### config.mk
export PLATFORM = sky130hd
export DESIGN_NAME = bus_fault_supervisor
export DESIGN_NICKNAME = d
export VERILOG_FILES = /design/src/rtl/fsup_pkg.sv /design/src/rtl/oc_filter.sv /design/src/rtl/ch_supervisor.sv /design/src/rtl/bus_fault_supervisor.sv
export SDC_FILE = /design/constraint.sdc
export NUM_CORES = 1
export LEC_CHECK = 0
export BUFFER_PORTS_ARGS = -buffer_cell sky130_fd_sc_hd__clkbuf_2
export CORE_UTILIZATION = 42
export CTS_BUF_LIST = sky130_fd_sc_hd__clkbuf_4 sky130_fd_sc_hd__clkbuf_8 sky130_fd_sc_hd__clkbuf_16
export DETAILED_ROUTE_END_ITERATION = 10
export PLACE_DENSITY = 0.67
export SLEW_MARGIN = 20
export SYNTH_ARGS = -nofsm -noshare
export SYNTH_HDL_FRONTEND = slang
export SYNTH_SLANG_ARGS = --single-unit
### constraint.sdc
create_clock -name clk -period 1.35 [get_ports clk]
set_input_delay 0.135 -clock clk [delete_from_list [all_inputs] [get_ports clk]]
set_output_delay 0.135 -clock clk [all_outputs]
set_load 0.01 [all_outputs]
### src/rtl/fsup_pkg.sv
package fsup_pkg;
  typedef struct packed {
    logic en;
    logic isd;
    logic otf;
    logic sds;
    logic icl;
  } ch_flags_t;
endpackage

### src/rtl/oc_filter.sv
module oc_filter #(
  parameter int LEN = 8
) (
  input  logic clk,
  input  logic rst,
  input  logic run,
  input  logic flag,
  output logic trip
);
  localparam int W = (LEN > 2) ? $clog2(LEN) : 1;
  localparam logic [W-1:0] LAST = W'(LEN - 1);

  logic [W-1:0] cnt;

  always_ff @(posedge clk) begin
    if (rst || !run || !flag) cnt <= '0;
    else if (cnt != LAST)     cnt <= cnt + 1'b1;
  end

  assign trip = run && flag && (cnt == LAST);
endmodule

### src/rtl/ch_supervisor.sv
module ch_supervisor
  import fsup_pkg::*;
#(
  parameter int LEN     = 8,
  parameter bit HAS_AUX = 1'b0
) (
  input  logic      clk,
  input  logic      rst,
  input  logic      src_oc,
  input  logic      snk_oc,
  input  logic      idle_lim,
  input  logic      therm,
  input  logic      bus_sig,
  input  logic      sig_start,
  input  logic      frame_end,
  input  logic      wr,
  input  logic      wdata,
  output logic      drv_en,
  output ch_flags_t flags,
  output logic      aux_en
);
  ch_flags_t fl_q, fl_n;
  logic oc_q, oc_n;
  logic prev_q, prev_n;
  logic iseen_q, iseen_n;
  logic drv_q;
  logic run, trip, wr_on, wr_off, persist;

  assign run = fl_q.en && bus_sig && !oc_q;

  oc_filter #(.LEN(LEN)) u_filt (
    .clk  (clk),
    .rst  (rst),
    .run  (run),
    .flag (src_oc | snk_oc),
    .trip (trip)
  );

  assign wr_on   = wr && wdata && !therm;
  assign wr_off  = wr && !wdata;
  assign persist = trip && prev_q;

  always_comb begin
    fl_n    = fl_q;
    oc_n    = oc_q;
    prev_n  = prev_q;
    iseen_n = iseen_q;
    if (wr_on) begin
      fl_n.en  = 1'b1;
      fl_n.isd = 1'b0;
      fl_n.otf = 1'b0;
      prev_n   = 1'b0;
    end
    if (wr_off) fl_n.en = 1'b0;
    if (sig_start) begin
      fl_n.sds = 1'b0;
      fl_n.icl = iseen_q;
      iseen_n  = 1'b0;
    end
    if (!bus_sig && fl_q.en && idle_lim) iseen_n = 1'b1;
    if (trip) begin
      oc_n     = 1'b1;
      fl_n.sds = 1'b1;
    end
    if (persist) begin
      fl_n.en  = 1'b0;
      fl_n.isd = 1'b1;
    end
    if (frame_end) begin
      prev_n = oc_q || trip;
      oc_n   = 1'b0;
    end
    if (therm) begin
      fl_n.en  = 1'b0;
      fl_n.otf = 1'b1;
    end
  end

  always_ff @(posedge clk) begin
    if (rst) begin
      fl_q    <= '0;
      oc_q    <= 1'b0;
      prev_q  <= 1'b0;
      iseen_q <= 1'b0;
      drv_q   <= 1'b0;
    end else begin
      fl_q    <= fl_n;
      oc_q    <= oc_n;
      prev_q  <= prev_n;
      iseen_q <= iseen_n;
      drv_q   <= fl_n.en && !oc_n;
    end
  end

  assign drv_en = drv_q;
  assign flags  = fl_q;

  generate
    if (HAS_AUX) begin : g_aux
      logic aux_q;
      always_ff @(posedge clk) begin
        if (rst)                  aux_q <= 1'b0;
        else if (persist)         aux_q <= 1'b0;
        else if (wr_on)           aux_q <= 1'b1;
        else if (wr_off)          aux_q <= 1'b0;
      end
      assign aux_en = aux_q;
    end else begin : g_noaux
      assign aux_en = 1'b0;
    end
  endgenerate
endmodule

### src/rtl/bus_fault_supervisor.sv
module bus_fault_supervisor
  import fsup_pkg::*;
#(
  parameter int N_CH     = 4,
  parameter int FILT_LEN = 8
) (
  input  logic            clk,
  input  logic            rst,
  input  logic            bus_sig,
  input  logic            frame_end,
  input  logic [N_CH-1:0] src_oc,
  input  logic [N_CH-1:0] snk_oc,
  input  logic [N_CH-1:0] idle_ilim,
  input  logic [N_CH-1:0] therm_flt,
  input  logic [N_CH-1:0] en_wr,
  input  logic [N_CH-1:0] en_wdata,
  output logic [N_CH-1:0] drv_en,
  output logic [N_CH-1:0] en_bit,
  output logic [N_CH-1:0] isd_bit,
  output logic [N_CH-1:0] otf_bit,
  output logic [N_CH-1:0] stat_sds,
  output logic [N_CH-1:0] stat_icl,
  output logic            aux_sw_en
);
  logic sig_d;
  logic sig_start;
  logic [N_CH-1:0] aux_v;

  always_ff @(posedge clk) begin
    if (rst) sig_d <= 1'b0;
    else     sig_d <= bus_sig;
  end

  assign sig_start = bus_sig && !sig_d;

  for (genvar c = 0; c < N_CH; c++) begin : g_ch
    ch_flags_t fl;
    ch_supervisor #(.LEN(FILT_LEN), .HAS_AUX(c == 0)) u_ch (
      .clk       (clk),
      .rst       (rst),
      .src_oc    (src_oc[c]),
      .snk_oc    (snk_oc[c]),
      .idle_lim  (idle_ilim[c]),
      .therm     (therm_flt[c]),
      .bus_sig   (bus_sig),
      .sig_start (sig_start),
      .frame_end (frame_end),
      .wr        (en_wr[c]),
      .wdata     (en_wdata[c]),
      .drv_en    (drv_en[c]),
      .flags     (fl),
      .aux_en    (aux_v[c])
    );
    assign en_bit[c]   = fl.en;
    assign isd_bit[c]  = fl.isd;
    assign otf_bit[c]  = fl.otf;
    assign stat_sds[c] = fl.sds;
    assign stat_icl[c] = fl.icl;
  end

  assign aux_sw_en = aux_v[0];
endmodule

## Word-level counts from Yosys, hierarchy flattened

Index checks and enable logic that the tools add are counted.

| word-level totals | value |
|---|---|
| register bits | 50 |
| bits in latches | 0 |
| RAM bits | 0 |
| ROM bits | 0 |
| input bits | 28 |
| output and inout bits | 25 |
| word-level logic and storage cells | 214 |
| memories kept | 0 |

| cells by class | value |
|---|---|
| add/sub/neg operators | 4 |
| $mul | 0 |
| div/mod/pow operators | 0 |
| order comparisons | 0 |
| eq/ne operators | 8 |
| shifts and indexed selects | 0 |
| muxes and demuxes | 51 |
| bitwise operators | 4 |
| reductions and logical operators | 105 |

Operator list:

| cell | number |
|---|---|
| $logic_and A1 B1 Y1 | 45 |
| $reduce_bool A2 Y1 | 21 |
| $mux W1 | 39 |
| $logic_not A1 Y1 | 26 |
| $mux W2 | 8 |
| $add A3 B1 Y3 const B | 4 |
| $eq A3 B3 Y1 const B | 4 |
| $logic_or A1 B1 Y1 | 12 |
| $mux W3 | 4 |
| $ne A3 B3 Y1 const B | 4 |
| $or A1 B1 Y1 | 4 |
| $reduce_or A2 Y1 | 1 |

## Depth between registers and ports, before layout

| logic depth | value |
|---|---|
| word-level depth | 8 |
| gate-level depth with buffers | 6 |
| gate-level depth less buffers | 5 |

## Hierarchy

Synthesis repeated with hierarchy kept, for this count alone.

| second synthesis, totals | value |
|---|---|
| cell total of the unflattened synthesis | 217 |
| area, all modules | 2107.0 µm² |

Modules (own cells, without submodules):

| module | instances | cells each | area an instance (µm²) | seq. area each (µm²) |
|---|---|---|---|---|
| ch_supervisor (g_ch[1].u_ch ...) | 3 | 40 | 364.1 | 180.2 |
| oc_filter | 4 | 13 | 140.1 | 60.1 |
| ch_supervisor (g_ch[0].u_ch) | 1 | 42 | 406.6 | 200.2 |
| bus_fault_supervisor | 1 | 3 | 47.5 | 20.0 |

## Worst setup path before layout

No wires, ideal clock.

| timing | value |
|---|---|
| path kind | reg-to-reg |
| start point | register g_ch[1].u_ch.u_filt.cnt[0] |
| end point | register g_ch[1].u_ch.fl_q (netlist bit g_ch[1].u_ch.flags[4]) |
| setup time | 0.114 ns |
| data arrival time | 1.275 ns |
| data required time | 1.236 ns |
| path slack | -0.039 ns |
| stages on the path, launching flop included | 7 |
| path buffers | 1 |
| period minus slack after synthesis | 1.389 ns |
| path through | dfxtp_1 ha_1 ha_1 clkbuf_2 nand3_1 or3_1 nor2b_1 |

| on the way | value |
|---|---|
| word-level cells in the longest chain between the ends | 5 |

Ends and longest elaborated chain:

| what | RTL line | text |
|---|---|---|
| start: declaration | oc_filter.sv:13 | `logic [W-1:0] cnt;` |
| start signal: assignment | oc_filter.sv:17 | `else if (cnt != LAST) cnt <= cnt + 1'b1;` |
| $eq A3 B3 Y1 | oc_filter.sv:20 | `assign trip = run && flag && (cnt == LAST);` |
| $logic_and A1 B1 Y1 | oc_filter.sv:20 |  |
| $logic_and A1 B1 Y1 | ch_supervisor.sv:41 | `assign persist = trip && prev_q;` |
| $mux W2 | ch_supervisor.sv:65 | `if (persist) begin` |
| $mux W1 | ch_supervisor.sv:73 | `if (therm) begin` |
| end signal: assignment | ch_supervisor.sv:87 | `fl_q <= fl_n;` |
| end: declaration | ch_supervisor.sv:22 | `ch_flags_t fl_q, fl_n;` |

No other way between the ends.
A chain may end at the register's enable or synchronous reset.

## Worst setup path after layout

Ends and elaborated chain as after synthesis.

==> results by group <==
Status
  • Status: finished, final reports clean

Critical path
  • Worst path most repeated cell: ha_4
  • Crit start category: flip-flop
  • Reg2reg setup slack: 30 ps
  • Buffers & Inverters on Critical Path: 0
  • Crit-path cells: ha_4, ha_4, nand3_2, or3_4, nor2b_1
  • Worst Path Required: 1550 ps
  • Setup Crit Path Kind: flip-flop to flip-flop
  • Slowest cell on the critical path: dfxtp_2
  • Crit path largest cell delay: 360 ps
  • Data arrival, critical path: 1520 ps
  • Critical Path Source: g_ch[1].u_ch.u_filt.cnt[0]$_SDFFE_PP0P_
  • Delay-heaviest family, CP: simple AND/OR/NAND/NOR gates
  • Worst Setup End Kind: flip-flop
  • R2r startpoint: g_ch[1].u_ch.u_filt.cnt[0]$_SDFFE_PP0P_
  • Worst-path maximum fanout: 3

CTS
  • Root buffer cell: clkbuf_8
  • TritonCTS Buffers: 5
  • Clock Pin Slew Worst Setup and Hold Paths: 90 ps
  • CTS Sinks: 50
  • # hold bufs at CTS: 0
  • TritonCTS clock tree: yes
  • H-tree depth: 2
  • CTS Buffer Depth: 2
  • Clk Latency, worst-skew pair: 300 ps

Detailed routing
  • Via count: 1,808
  • Via density: 5.08
  • DRT antenna net count: 0
  • Per-cell routed wire length: 13.2 microns
  • Drt first pass iters: 4
  • DR iter-0 viols: 75
  • WL final: 4710 microns
  • DRC: 0

Power
  • Clock power frac: 0.333
  • Switch share: 0.234
  • Max VDD drop: 435 uV
  • Tot Pwr: 2.59 mW
  • Leak pwr: 1.15 nW
  • Combinational power share: 0.084
  • Psw: 0.605 mW
  • Power density cells: 952 nW/um^2
  • Cell-internal power: 1.98 mW
  • Seq pwr share: 0.582

Final layout
  • Register Area: 1010 sq um
  • Area of the multi-input gates: 1130 sq um
  • N_diodes: 0
  • Fill cell count: 457
  • Layout Nets: 326
  • Area grow syn2layout: 27.2%
  • Share of cells above drive strength 1: 0.343

Die
  • DIE HEIGHT: 73.3 microns
  • FP Rows: 25
  • Core region area: 4820 sq um
  • Die Span X: 73.3 microns
  • Die Area: 5380 sq um
  • Starting density of the core: 0.444
  • Ports: 53

GRT
  • First-pass GRT wire length: 7400 microns
  • Initial antenna violation count: 0
  • Largest net degree at the start of global routing: 20
  • Overall routing resource usage: 0.182
  • GRT overflow: 0
  • Vias in the first global route: 1,681

Timing
  • Final Critical Period: 1320 ps
  • Fmax: 0.759 GHz
  • Fin crit share: 0.976
  • Worst-margin pin slew: 373 ps
  • Final Hold Fails: 0
  • Worst rel slew slack: 0.751
  • Fin Clk Skew: 5.50 ps
  • Sum Neg Setup Slack: 0 ps
  • Final setup vio count: 0
  • Slew Viols, Final: 0
  • Post-route setup slack: 32.3 ps
  • Worst hold margin: 77.1 ps

Logic synthesis
  • Post-synth EDFFs: 0
  • Primary FF master, synth: dfxtp_1
  • Avg Inst Size Synth: 9.17 sq um
  • Count of state elements after synthesis: 50
  • Synth warn: 0
  • Syn_nets: 269
  • Mapped Cells: 233
  • Seq/Total Area, Yosys: 0.468
  • Async set-reset flop share out of synthesis: 0
  • Synthesized area: 2140 sq um
  • Distinct cells, synth: 33

Run
  • Max cap viols: 0

Worst hold path
  • Min-delay src: therm_flt[2]
  • Hold Path Class: input port to flip-flop

Placement
  • HPWL Detailed: 3340 microns
  • Buffers on Ports: 52
  • Final GP Congestion: 0.826
  • Setup WS pre-CTS: -3.76 ps
-- registers in the layout, indices dropped and copies added, names as in the netlist --
signal                flops
g_ch.u_ch.aux_en          1
g_ch.u_ch.drv_en          4
g_ch.u_ch.flags          20
g_ch.u_ch.iseen_q         4
g_ch.u_ch.oc_q            4
g_ch.u_ch.prev_q          4
g_ch.u_ch.u_filt.cnt     12
sig_d                     1
-- cell usage after synthesis, types with 2 or more instances --
cell type | instances | area share
nor2_1 | 12 | 0.021
clkbuf_1 | 3 | 0.0053
nand4_1 | 3 | 0.0088
or3_1 | 4 | 0.012
a211oi_1 | 2 | 0.0070
ha_1 | 8 | 0.047
and3b_1 | 2 | 0.0082
nor2b_1 | 6 | 0.018
dfxtp_1 | 50 | 0.47
and3_1 | 2 | 0.0059
mux2i_1 | 13 | 0.061
a211o_1 | 3 | 0.012
nor3_1 | 14 | 0.033
inv_1 | 8 | 0.014
o21ai_0 | 6 | 0.014
o221ai_1 | 4 | 0.016
o31ai_1 | 3 | 0.011
or2_2 | 4 | 0.012
a21oi_1 | 17 | 0.040
nand2b_1 | 10 | 0.029
buf_2 | 7 | 0.016
xor2_1 | 4 | 0.016
buf_4 | 5 | 0.018
and4b_1 | 2 | 0.0094
nand3_1 | 9 | 0.021
nor3b_1 | 6 | 0.021
nand2_1 | 20 | 0.035
-- stage by stage --
stage,instances,area (sq um),util
final,356,2720,0.564
after global routing,356,2720,0.564
after CTS,354,2590,0.537
after detailed placement,348,2500,0.519
after global placement,348,2500,0.519
after floorplan,233,2150,-
-- worst paths after layout --
kind / to / cells past startpoint
max reg2reg: g_ch[1].u_ch.flags[4]$_SDFF_PP0_ / 5
max: g_ch[1].u_ch.flags[4]$_SDFF_PP0_ / 5
min reg2reg: g_ch[3].u_ch.iseen_q$_SDFFE_PP0P_ / 2
min: g_ch[2].u_ch.flags[2]$_SDFFE_PP0P_ / 3
-- cell usage in the layout, fill, tap and decap left out, types with 8 or more instances in the layout --
cell and n:
nand2b_1 10, nor3_1 13, nand2_1 19, a21oi_1 16, inv_1 8, nor2_1 12
mux2i_1 13, dfxtp_1 45, clkbuf_2 52, buf_4 14
-- power by group through the flow --
| stage | Combinational (mW) | Clock (mW) | Sequential, mW |
|---|---|---|---|
| detailed placement | 0.211 | 0 | 1.54 |
| finish | 0.219 | 0.863 | 1.51 |
| CTS | 0.212 | 0.884 | 1.51 |
| global route | 0.243 | 0.927 | 1.51 |
| global placement | 0.210 | 0 | 1.54 |
| floorplan | 0.106 | 0 | 1.55 |
-- cell type report --
type / instances / share of cell area
sequential: 50 / 0.370
inverter: 8 / 0.0110
tap: 67 / 0.0308
multi-input combinational: 158 / 0.416
timing repair buffer: 67 / 0.142
clock buffer: 6 / 0.0304
-- logic make-up after synthesis --
group | share of synthesized area
AOI/OAI and AO/OA | 0.113
xor gates and xnor gates | 0.0164
adders and majority gates | 0.0468
buffers and inverters | 0.0574
DFF | 0.468
muxes | 0.0609
and+or+nand+nor | 0.237
-- layer usage --
metal	GRT usage	vias up	share of wire
li1	-	929	-
met1	0.233	829	0.49
met4	0.0598	0	0.0089
met2	0.299	45	0.46
met5	0	-	0
met3	0.0480	5	0.045
-- worst register-to-register path: stages (launching register included) --
cell and delay, ps:
dfxtp_2 360, ha_4 140, ha_4 140, nand3_2 90, or3_4 340, nor2b_1 140
-- repair_timing --
action | in CTS | in global routing
setup endpoints to repair | 3 | 11
pin swaps | 0 | 2
setup buffers | 0 | 2
resized for setup | 4 | 24
Note: power is estimated with default switching activity, not from simulation.
